[config.mk]
export PLATFORM = sky130hd
export DESIGN_NAME = twcs_slave
export DESIGN_NICKNAME = d
export VERILOG_FILES = /design/src/rtl/twcs_pkg.sv /design/src/rtl/twcs_sync.sv /design/src/rtl/twcs_cond.sv /design/src/rtl/twcs_decode.sv /design/src/rtl/twcs_slave.sv
export SDC_FILE = /design/constraint.sdc
export NUM_CORES = 1
export LEC_CHECK = 0
export CORE_AREA = 2 2 61 107
export DETAILED_ROUTE_END_ITERATION = 12
export DIE_AREA = 0 0 63 109
export DONT_BUFFER_PORTS = 1
export GPL_ROUTABILITY_DRIVEN = 0
export PLACE_DENSITY = 0.69
export SKIP_LAST_GASP = 1
export SLEW_MARGIN = 20
export SYNTH_ARGS = -nofsm -noshare
export SYNTH_HDL_FRONTEND = slang
export SYNTH_SLANG_ARGS = --single-unit
[constraint.sdc]
create_clock -name clk -period 3.65 [get_ports clk]
set_clock_uncertainty 0.15 [all_clocks]
set_input_delay 0.365 -clock clk [delete_from_list [all_inputs] [get_ports clk]]
set_output_delay 0.365 -clock clk [all_outputs]
set_load 0.01 [all_outputs]
[src/rtl/twcs_pkg.sv]
// Shared types and opcodes of the two-wire register command slave.
// Assumes an 8-bit byte on the bus and 6-bit register payloads.
package twcs_pkg;
    typedef enum logic [3:0] {
        KIND_RD_LIVE   = 4'd0,
        KIND_WR_LIVE   = 4'd1,
        KIND_RD_DR     = 4'd2,
        KIND_WR_DR     = 4'd3,
        KIND_DR2LIVE   = 4'd4,
        KIND_LIVE2DR   = 4'd5,
        KIND_G_DR2LIVE = 4'd6,
        KIND_G_LIVE2DR = 4'd7,
        KIND_STEP      = 4'd8
    } req_kind_t;

    typedef enum logic [2:0] {
        PH_IDLE, PH_ADDR, PH_INSTR, PH_WDATA, PH_RDATA, PH_STEP, PH_WAIT
    } phase_t;

    localparam logic [3:0] OPC_RD_LIVE   = 4'b1001;
    localparam logic [3:0] OPC_WR_LIVE   = 4'b1010;
    localparam logic [3:0] OPC_RD_DR     = 4'b1011;
    localparam logic [3:0] OPC_WR_DR     = 4'b1100;
    localparam logic [3:0] OPC_DR2LIVE   = 4'b1101;
    localparam logic [3:0] OPC_LIVE2DR   = 4'b1110;
    localparam logic [3:0] OPC_G_DR2LIVE = 4'b0001;
    localparam logic [3:0] OPC_G_LIVE2DR = 4'b1000;
    localparam logic [3:0] OPC_STEP      = 4'b0010;
endpackage

[src/rtl/twcs_sync.sv]
// Multi-stage synchroniser for a bundle of asynchronous inputs.
// Assumes the inputs idle at RST_VAL (bus lines idle high).
module twcs_sync #(
    parameter int            STAGES  = 2,
    parameter int            WIDTH   = 2,
    parameter logic          RST_VAL = 1'b1
) (
    input  logic             clk,
    input  logic             rst_n,
    input  logic [WIDTH-1:0] d,
    output logic [WIDTH-1:0] q
);
    logic [WIDTH-1:0] stg [STAGES];

    genvar s;
    generate
        for (s = 0; s < STAGES; s++) begin : g_stage
            // Shift each bit one flop deeper per clock.
            always_ff @(posedge clk) begin
                if (!rst_n) stg[s] <= {WIDTH{RST_VAL}};
                else if (s == 0) stg[s] <= d;
                else stg[s] <= stg[(s == 0) ? 0 : s-1];
            end
        end
    endgenerate

    assign q = stg[STAGES-1];
endmodule

[src/rtl/twcs_cond.sv]
// Bus event detector: clock edges, start and stop from synchronised lines.
// Assumes clk oversamples the bus clock by several cycles per phase.
module twcs_cond (
    input  logic clk,
    input  logic rst_n,
    input  logic scl,
    input  logic sda,
    output logic scl_rise,
    output logic scl_fall,
    output logic start_det,
    output logic stop_det
);
    logic scl_p, sda_p;

    // Hold the previous sample of both lines.
    always_ff @(posedge clk) begin
        if (!rst_n) begin
            scl_p <= 1'b1;
            sda_p <= 1'b1;
        end else begin
            scl_p <= scl;
            sda_p <= sda;
        end
    end

    assign scl_rise  = scl & ~scl_p;
    assign scl_fall  = ~scl & scl_p;
    assign start_det = scl & scl_p & sda_p & ~sda;
    assign stop_det  = scl & scl_p & ~sda_p & sda;
endmodule

[src/rtl/twcs_decode.sv]
// Opcode classifier: maps the instruction nibble to a request kind and
// the byte sequence that follows it. Purely combinational.
module twcs_decode
    import twcs_pkg::*;
(
    input  logic [3:0] opcode,
    output req_kind_t  kind,
    output logic       known,
    output logic       is_read,
    output logic       is_write,
    output logic       is_step
);
    // Classify the opcode.
    always_comb begin
        kind     = KIND_RD_LIVE;
        known    = 1'b1;
        is_read  = 1'b0;
        is_write = 1'b0;
        is_step  = 1'b0;
        case (opcode)
            OPC_RD_LIVE:   begin kind = KIND_RD_LIVE;   is_read  = 1'b1; end
            OPC_RD_DR:     begin kind = KIND_RD_DR;     is_read  = 1'b1; end
            OPC_WR_LIVE:   begin kind = KIND_WR_LIVE;   is_write = 1'b1; end
            OPC_WR_DR:     begin kind = KIND_WR_DR;     is_write = 1'b1; end
            OPC_DR2LIVE:   kind = KIND_DR2LIVE;
            OPC_LIVE2DR:   kind = KIND_LIVE2DR;
            OPC_G_DR2LIVE: kind = KIND_G_DR2LIVE;
            OPC_G_LIVE2DR: kind = KIND_G_LIVE2DR;
            OPC_STEP:      begin kind = KIND_STEP;      is_step  = 1'b1; end
            default:       known = 1'b0;
        endcase
    end
endmodule

[src/rtl/twcs_slave.sv]
// Two-wire register command slave. Parses address, instruction and data
// bytes, acknowledges on an open-drain line, and issues one-cycle requests
// to an external register bank. Assumes the bank answers rd_data
// combinationally from req_ptr/req_reg and raises busy during NV writes.
module twcs_slave
    import twcs_pkg::*;
#(
    parameter int         SYNC_STAGES = 2,
    parameter int         BYTE_W      = 8,
    parameter int         DATA_W      = 6,
    parameter int         STRAP_W     = 4,
    parameter logic [3:0] TYPE_ID     = 4'b0101
) (
    input  logic              clk,
    input  logic              rst_n,
    input  logic              scl_in,
    input  logic              sda_in,
    output logic              sda_out,
    input  logic [STRAP_W-1:0] strap,
    input  logic              busy,
    input  logic [DATA_W-1:0] rd_data,
    output logic              req_valid,
    output logic [3:0]        req_kind,
    output logic [1:0]        req_ptr,
    output logic [1:0]        req_reg,
    output logic [DATA_W-1:0] req_data
);
    localparam int CNT_W = $clog2(BYTE_W + 1);
    localparam int PAD_W = BYTE_W - DATA_W;
    localparam logic [CNT_W-1:0] FULL = CNT_W'(BYTE_W);

    logic scl_s, sda_s;
    logic scl_rise, scl_fall, start_det, stop_det;
    req_kind_t dec_kind;
    logic dec_known, dec_read, dec_write, dec_step;

    phase_t             phase, nxt_phase;
    logic [CNT_W-1:0]   cnt;
    logic [BYTE_W-1:0]  shreg, tx;
    logic               ack_slot, drv_low, pend, step_dir;
    req_kind_t          cmd_kind, req_kind_q;
    logic [1:0]         cmd_ptr, cmd_reg;
    logic [DATA_W-1:0]  cmd_data;
    logic [BYTE_W-1:0]  tx_load;

    twcs_sync #(.STAGES(SYNC_STAGES), .WIDTH(2), .RST_VAL(1'b1)) u_sync (
        .clk(clk), .rst_n(rst_n), .d({scl_in, sda_in}), .q({scl_s, sda_s}));

    twcs_cond u_cond (
        .clk(clk), .rst_n(rst_n), .scl(scl_s), .sda(sda_s),
        .scl_rise(scl_rise), .scl_fall(scl_fall),
        .start_det(start_det), .stop_det(stop_det));

    twcs_decode u_dec (
        .opcode(shreg[BYTE_W-1 -: 4]), .kind(dec_kind), .known(dec_known),
        .is_read(dec_read), .is_write(dec_write), .is_step(dec_step));

    assign tx_load  = {{PAD_W{1'b0}}, rd_data};
    assign sda_out  = ~drv_low;
    assign req_kind = req_kind_q;

    // Bus protocol sequencer: bit counting, acknowledge, read shifting,
    // step pulses and commit of pending commands at stop.
    always_ff @(posedge clk) begin
        if (!rst_n) begin
            phase      <= PH_IDLE;
            nxt_phase  <= PH_IDLE;
            cnt        <= '0;
            shreg      <= '0;
            tx         <= '0;
            ack_slot   <= 1'b0;
            drv_low    <= 1'b0;
            pend       <= 1'b0;
            step_dir   <= 1'b0;
            cmd_kind   <= KIND_RD_LIVE;
            cmd_ptr    <= '0;
            cmd_reg    <= '0;
            cmd_data   <= '0;
            req_valid  <= 1'b0;
            req_kind_q <= KIND_RD_LIVE;
            req_ptr    <= '0;
            req_reg    <= '0;
            req_data   <= '0;
        end else begin
            req_valid <= 1'b0;
            if (start_det) begin
                phase    <= PH_ADDR;
                cnt      <= '0;
                ack_slot <= 1'b0;
                drv_low  <= 1'b0;
                pend     <= 1'b0;
            end else if (stop_det) begin
                if (pend) begin
                    req_valid  <= 1'b1;
                    req_kind_q <= cmd_kind;
                    req_ptr    <= cmd_ptr;
                    req_reg    <= cmd_reg;
                    req_data   <= cmd_data;
                end
                phase    <= PH_IDLE;
                ack_slot <= 1'b0;
                drv_low  <= 1'b0;
                pend     <= 1'b0;
            end else if (scl_rise) begin
                if (phase == PH_STEP)
                    step_dir <= sda_s;
                else if (cnt != FULL && !ack_slot &&
                         (phase == PH_ADDR || phase == PH_INSTR || phase == PH_WDATA)) begin
                    shreg <= {shreg[BYTE_W-2:0], sda_s};
                    cnt   <= cnt + 1'b1;
                end else if (phase == PH_RDATA && cnt != FULL)
                    cnt <= cnt + 1'b1;
            end else if (scl_fall) begin
                if (ack_slot) begin
                    ack_slot <= 1'b0;
                    cnt      <= '0;
                    phase    <= nxt_phase;
                    if (nxt_phase == PH_RDATA) begin
                        tx      <= tx_load;
                        drv_low <= ~tx_load[BYTE_W-1];
                    end else
                        drv_low <= 1'b0;
                end else if (phase == PH_RDATA) begin
                    if (cnt != FULL) begin
                        tx      <= {tx[BYTE_W-2:0], 1'b0};
                        drv_low <= ~tx[BYTE_W-2];
                    end else begin
                        drv_low <= 1'b0;
                        phase   <= PH_WAIT;
                    end
                end else if (phase == PH_STEP) begin
                    if (!cmd_ptr[1]) begin
                        req_valid  <= 1'b1;
                        req_kind_q <= KIND_STEP;
                        req_ptr    <= cmd_ptr;
                        req_reg    <= cmd_reg;
                        req_data   <= {{(DATA_W-1){1'b0}}, step_dir};
                    end
                end else if (cnt == FULL) begin
                    case (phase)
                        PH_ADDR: begin
                            if (shreg == {TYPE_ID, strap} && !busy) begin
                                drv_low   <= 1'b1;
                                ack_slot  <= 1'b1;
                                nxt_phase <= PH_INSTR;
                            end else
                                phase <= PH_IDLE;
                        end
                        PH_INSTR: begin
                            drv_low  <= 1'b1;
                            ack_slot <= 1'b1;
                            cmd_kind <= dec_kind;
                            cmd_ptr  <= shreg[1:0];
                            cmd_reg  <= {shreg[2], shreg[3]};
                            if (!dec_known)
                                nxt_phase <= PH_WAIT;
                            else if (dec_read) begin
                                req_valid  <= 1'b1;
                                req_kind_q <= dec_kind;
                                req_ptr    <= shreg[1:0];
                                req_reg    <= {shreg[2], shreg[3]};
                                nxt_phase  <= PH_RDATA;
                            end else if (dec_write)
                                nxt_phase <= PH_WDATA;
                            else if (dec_step)
                                nxt_phase <= PH_STEP;
                            else begin
                                pend      <= 1'b1;
                                nxt_phase <= PH_WAIT;
                            end
                        end
                        PH_WDATA: begin
                            drv_low   <= 1'b1;
                            ack_slot  <= 1'b1;
                            cmd_data  <= shreg[DATA_W-1:0];
                            pend      <= 1'b1;
                            nxt_phase <= PH_WAIT;
                        end
                        default: phase <= PH_WAIT;
                    endcase
                end
            end
        end
    end
endmodule

==> flow_summary.json, run 1 <==
{
  "hold_viol": 0,
  "synth_cells": 363,
  "largest-register": "shreg",
  "vdd_drop_max_mv": 0.256,
  "nFillCells": 568,
  "clk_pin_slew_ns": 0.07,
  "cts_setup_buffers": 0,
  "grt_max_degree": 37,
  "reg2reg_from": "u_cond.scl_p",
  "initial_core_util": 0.523,
  "initialDrtViolationCount": 122,
  "finalCritPeriodShare": 0.795,
  "first_pass_iters": 4,
  "synth_nets": 383,
  "status": "complete, no violations",
  "async_flop_share": 0,
  "grt_pass1_vias": 2552,
  "ctsHoldBuffers": 4,
  "htreeDepth": 3,
  "viasPerCell": 5.80,
  "ff_latch_area_um2": 1280,
  "utilization": 0.567,
  "cts.sinks": 64,
  "drive_gt1_frac": 0.0879,
  "grt_overflow": 0,
  "largest_register_ffs": 8,
  "synth_ff_type": "dfxtp_1",
  "syn_area_per_cell_um2": 8.71,
  "reg_top3": "shreg x8, tx x7",
  "power_uw": 1420,
  "ys_seq_area_frac": 0.405,
  "syn-cell-area_um2": 3160,
  "core_area_um2": 6040,
  "synth_top_cell_by_area": "dfxtp_1",
  "cts_buffers": 9,
  "min_path_type": "in2reg",
  "hpwl_um": 5410,
  "max_freq_mhz": 345,
  "io_pins": 31,
  "ys_types": 58,
  "die_y_um": 109,
  "cts_tree": "done",
  "holdWs_ns": 0.0131,
  "power_density_nw_per_um2": 414,
  "antenna_found_initial": 0,
  "worst_slew_pin_slew_ns": 0.806,
  "setup_tns_ns": 0,
  "rsz0062_at_grt": "no",
  "finalWirelength_um": 7590,
  "critPathMaxFanout": 10,
  "synthTopCellsByCount": "dfxtp_1 (64), nand2_1 (42), nor2_1 (35)",
  "dieArea_um2": 6870,
  "hp-start": "rst_n",
  "crit_type": "reg2reg",
  "antenna_cells": 0,
  "multi_input_area_um2": 1720,
  "end_kind": "register",
  "layout_min_cycle_time_ns": 2.90,
  "synth_edf_count": 0,
  "yosysWarnings": 0,
  "vias": 2575,
  "worstSkewPairLatency_ns": 0.35,
  "yosysMostFrequentCell": "dfxtp_1",
  "cp.required_ns": 3.74,
  "worstPathArrival_ns": 2.99,
  "grt_util_all_layers": 0.235,
  "rows": 38,
  "synth.area.top_cells": "dfxtp_1 (41%), mux2i_1 (8.2%), nand2_1 (5.0%)",
  "startpoint_type": "register",
  "power_leakage_uw": 0.00132,
  "report.final.slew_viol_count": 0,
  "die_w_um": 63,
  "wl_per_cell_um": 17.1,
  "port_buffers": 0,
  "grt_pass1_wl_um": 12300,
  "cts_root_buf": "clkbuf_8",
  "drv.max_cap_violation_count": 0,
  "drc_errors": 0,
  "detail-route-antenna-nets": 0,
  "slew_headroom": 0.460,
  "synth_top_area_frac": 0.405,
  "startpoint": "u_cond.scl_p",
  "synth_seq_cells": 64,
  "setup_viol": 0,
  "syn_to_final_growth_pct": 8.31,
  "ctsResizeCount": 0,
  "fin_nets": 379,
  "clock_path_buffers": 2
}
layout by cell type (no fill, tap or decap), types with 7 or more instances in the layout:
master	n
xor2_1	8
a21oi_1	25
nor2_1	35
mux2_2	7
mux2i_1	26
inv_1	10
nor2b_1	8
dfxtp_1	64
nand2_1	42
o21ai_0	12
nand2b_1	9
nand3_1	10
clkbuf_8	10
area by class of cell:
| cell class | instances | share of cell area |
|---|---|---|
| Multi-Input combinational cell | 266 | 0.504 |
| Clock inverter | 3 | 0.0190 |
| Clock buffer | 13 | 0.0435 |
| Sequential cell | 64 | 0.374 |
| Tap cell | 80 | 0.0292 |
| Inverter | 11 | 0.0121 |
| Timing Repair Buffer | 7 | 0.0183 |
critical path, stage by stage (launching register included):
cell,delay (ns)
dfxtp_1,0.36
inv_1,0.06
ha_1,0.30
nand2b_4,0.21
a2111o_1,0.52
nor3b_2,0.72
o221ai_1,0.28
o211a_1,0.19
metal layers:
| layer | GRT usage | up-vias | wire length, µm |
|---|---|---|---|
| li1 | - | 1275 | - |
| met5 | 0 | - | 0 |
| met2 | 0.421 | 68 | 4120 |
| met1 | 0.238 | 1209 | 2860 |
| met4 | 0.151 | 0 | 263 |
| met3 | 0.0630 | 23 | 345 |
cells by family after synthesis:
group,Yosys count,synth area share
and+or+nand+nor,144,0.238
AOI/OAI and AO/OA,73,0.149
buffers and inverters,33,0.0491
DFF,64,0.405
xor gates and xnor gates,10,0.0277
adders and majority gates,5,0.0198
muxes,34,0.111
report_power, final:
part           internal, µW  switching (µW)  leakage, µW  total (µW)
clock network           403             264     0.000108         667
logic                  15.9            30.2     0.000694        46.1
registers               702            3.65     0.000516         705
total                  1120             298      0.00132        1420
through the flow:
step	setup slack (ns)	instance area, µm²	cells
3_3_place_gp	0.920	3170	424
3_5_place_dp	0.829	3170	424
4_1_cts	0.760	3420	444
2_1_floorplan	1.36	3160	363
5_1_grt	0.544	3420	444
6_report	0.749	3420	444
path summary, 6_finish.rpt:
kind / depth (start not counted) / slack (ns) / endpoint
worst min-delay path: 1 / 0.01 / shreg[4]
worst max register to register: 7 / 0.75 / cmd_kind[2]
worst min register to register: 1 / 0.27 / u_sync.stg[1][1]
worst max-delay path: 7 / 0.75 / cmd_kind[2]
Note: power is estimated with default switching activity, not from simulation.
==> run 2: changes to the inputs <==
==> constraint.sdc (replaced) <==
create_clock -name clk -period 2.9 [get_ports clk]
set_clock_uncertainty 0.15 [all_clocks]
set_input_delay 0.29 -clock clk [delete_from_list [all_inputs] [get_ports clk]]
set_output_delay 0.29 -clock clk [all_outputs]
set_load 0.01 [all_outputs]
==> run 2 against run 1 <==
  * Combinational power rose by 26%
  * Cell area grew 0.58%
  * Worst hold slack improved by 0.017 ns
  * Clock-buffer cell count unchanged
  * Sequential cell count stayed put
==> flow_summary.json, run 2 (same netlist as run 1, synthesis figures left out) <==
{
  "grt_util_all_layers": 0.235,
  "setup_tns_ns": 0,
  "detail-route-antenna-nets": 0,
  "port_buffers": 0,
  "slew_headroom": 0.384,
  "die_w_um": 63,
  "setup_viol": 0,
  "power_uw": 1680,
  "largest_register_ffs": 8,
  "cp_cell_sequence": "inv_1 -> ha_1 -> nand2b_4 -> a2111o_1 -> nor3b_2 -> buf_4 -> mux2_1 -> nor2_1",
  "seq_power_share": 0.528,
  "die_y_um": 109,
  "final_common_cell": "dfxtp_1",
  "initialDrtViolationCount": 134,
  "cp.required_ns": 3.04,
  "layout_min_cycle_time_ns": 2.50,
  "grt_max_degree": 37,
  "cpPeakStageDelay_ns": 0.53,
  "grt_pass1_vias": 2468,
  "clock_path_buffers": 2,
  "grt_pass1_wl_um": 12300,
  "clk_pin_slew_ns": 0.07,
  "hpwl_um": 5320,
  "power_frac_clock": 0.437,
  "cts_root_buf": "clkbuf_8",
  "cts_tree": "done",
  "vias": 2589,
  "max_freq_mhz": 401,
  "crit_slowest_cell": "a2111o_1",
  "drive_gt1_frac": 0.111,
  "startpoint_type": "register",
  "power_density_nw_per_um2": 488,
  "wl_per_cell_um": 16.6,
  "syn_to_final_growth_pct": 8.95,
  "final_cell_mix": "dfxtp_1 (64), nand2_1 (42), nor2_1 (35)",
  "report.final.slew_viol_count": 0,
  "cts_buffers": 9,
  "core_area_um2": 6040,
  "worst_slew_pin_slew_ns": 0.921,
  "cts_setup_buffers": 0,
  "rows": 38,
  "reg_top3": "shreg x8, tx x7",
  "crit_type": "reg2reg",
  "first_pass_iters": 5,
  "worstSkewPairLatency_ns": 0.35,
  "largest-register": "shreg",
  "dieArea_um2": 6870,
  "internal-power_uw": 1300,
  "finalCritPeriodShare": 0.861,
  "critPathMaxFanout": 10,
  "end_kind": "register",
  "p_sw_uw": 381,
  "initial_core_util": 0.523,
  "antenna_cells": 0,
  "switching_share": 0.227,
  "finalWirelength_um": 7430,
  "vdd_drop_max_mv": 0.363,
  "antenna_found_initial": 0,
  "htreeDepth": 3,
  "fin_nets": 385,
  "hold_viol": 0,
  "drv.max_cap_violation_count": 0,
  "status": "complete, no violations",
  "power_leakage_uw": 0.00134,
  "comb_power_share": 0.035,
  "cts.sinks": 64,
  "rsz0062_at_grt": "no",
  "worstPathArrival_ns": 2.64,
  "io_pins": 31,
  "viasPerCell": 5.77,
  "grt_overflow": 0,
  "min_path_type": "in2reg",
  "drc_errors": 0
}
==> run 2: cell count changes in the layout (fill, tap and decap cells not counted) <==
cell           previous run  this run
dlygate4sd3_1             4         3
clkinvlp_4                0         1
clkbuf_1                  3         0
bufinv_16                 2         0
clkbuf_8                 10        13
buf_4                     3        10
==> run 2: layout make-up <==
cell class	count	area [µm²]
multi-input cells	266	1720
flip-flops and latches	64	1280
clock buffers	13	179
fillers	572	2590
repair buffers	13	105
inverters	11	41.3
clock inverters	2	12.5
well taps	80	100
==> run 2: critical path, delay by kind of cell (launching register included) <==
kind            cells  cell delay [ns]
compound gates      1             0.53
simple gates        3             0.51
flops               1             0.36
mux                 1             0.33
fa+ha+maj           1             0.29
buf+inv             2             0.26
==> run 2: power groups by stage <==
stage | combinational (µW) | clock [µW] | sequential (µW)
6_report | 58.2 | 735 | 888
5_1_grt | 64.6 | 771 | 888
2_1_floorplan | 44.8 | 0 | 905
3_3_place_gp | 49.1 | 0 | 908
4_1_cts | 58.0 | 739 | 888
3_5_place_dp | 49.6 | 0 | 908
==> run 2: through the flow <==
step | area, µm² | setup slack, ns | hold slack [ns] | instances | utilization
6_report | 3440 | 0.404 | 0.0303 | 449 | 0.570
5_1_grt | 3440 | 0.189 | 0.0722 | 449 | 0.570
3_3_place_gp | 3220 | 0.481 | 0.216 | 431 | 0.534
2_1_floorplan | 3160 | 0.610 | 0.213 | 363 | -
4_1_cts | 3440 | 0.404 | 0.0274 | 449 | 0.570
3_5_place_dp | 3220 | 0.440 | 0.225 | 431 | 0.534
==> run 2: layer usage <==
| layer | track usage | wire (µm) |
|---|---|---|
| met2 | 0.407 | 3880 |
| met5 | 0 | 0 |
| met3 | 0.0454 | 314 |
| met1 | 0.254 | 2880 |
| met4 | 0.173 | 362 |
==> run 2: path summary, 6_finish.rpt <==
| check | endpoint | depth (start not counted) | from | slack [ns] |
|---|---|---|---|---|
| worst min-delay path | tx[0] | 3 | rd_data[0] | 0.03 |
| worst min register to register | u_sync.stg[1][0] | 1 | u_sync.stg[0][0] | 0.28 |
| worst max-delay path | cmd_kind[0] | 8 | u_cond.scl_p | 0.40 |
| worst max register to register | cmd_kind[0] | 8 | u_cond.scl_p | 0.40 |
==> run 2: repair_timing <==
item / CTS / global route
resized for setup: 0 / 0
hold endpoints to repair: 19 / 0
hold buffers: 3 / 0
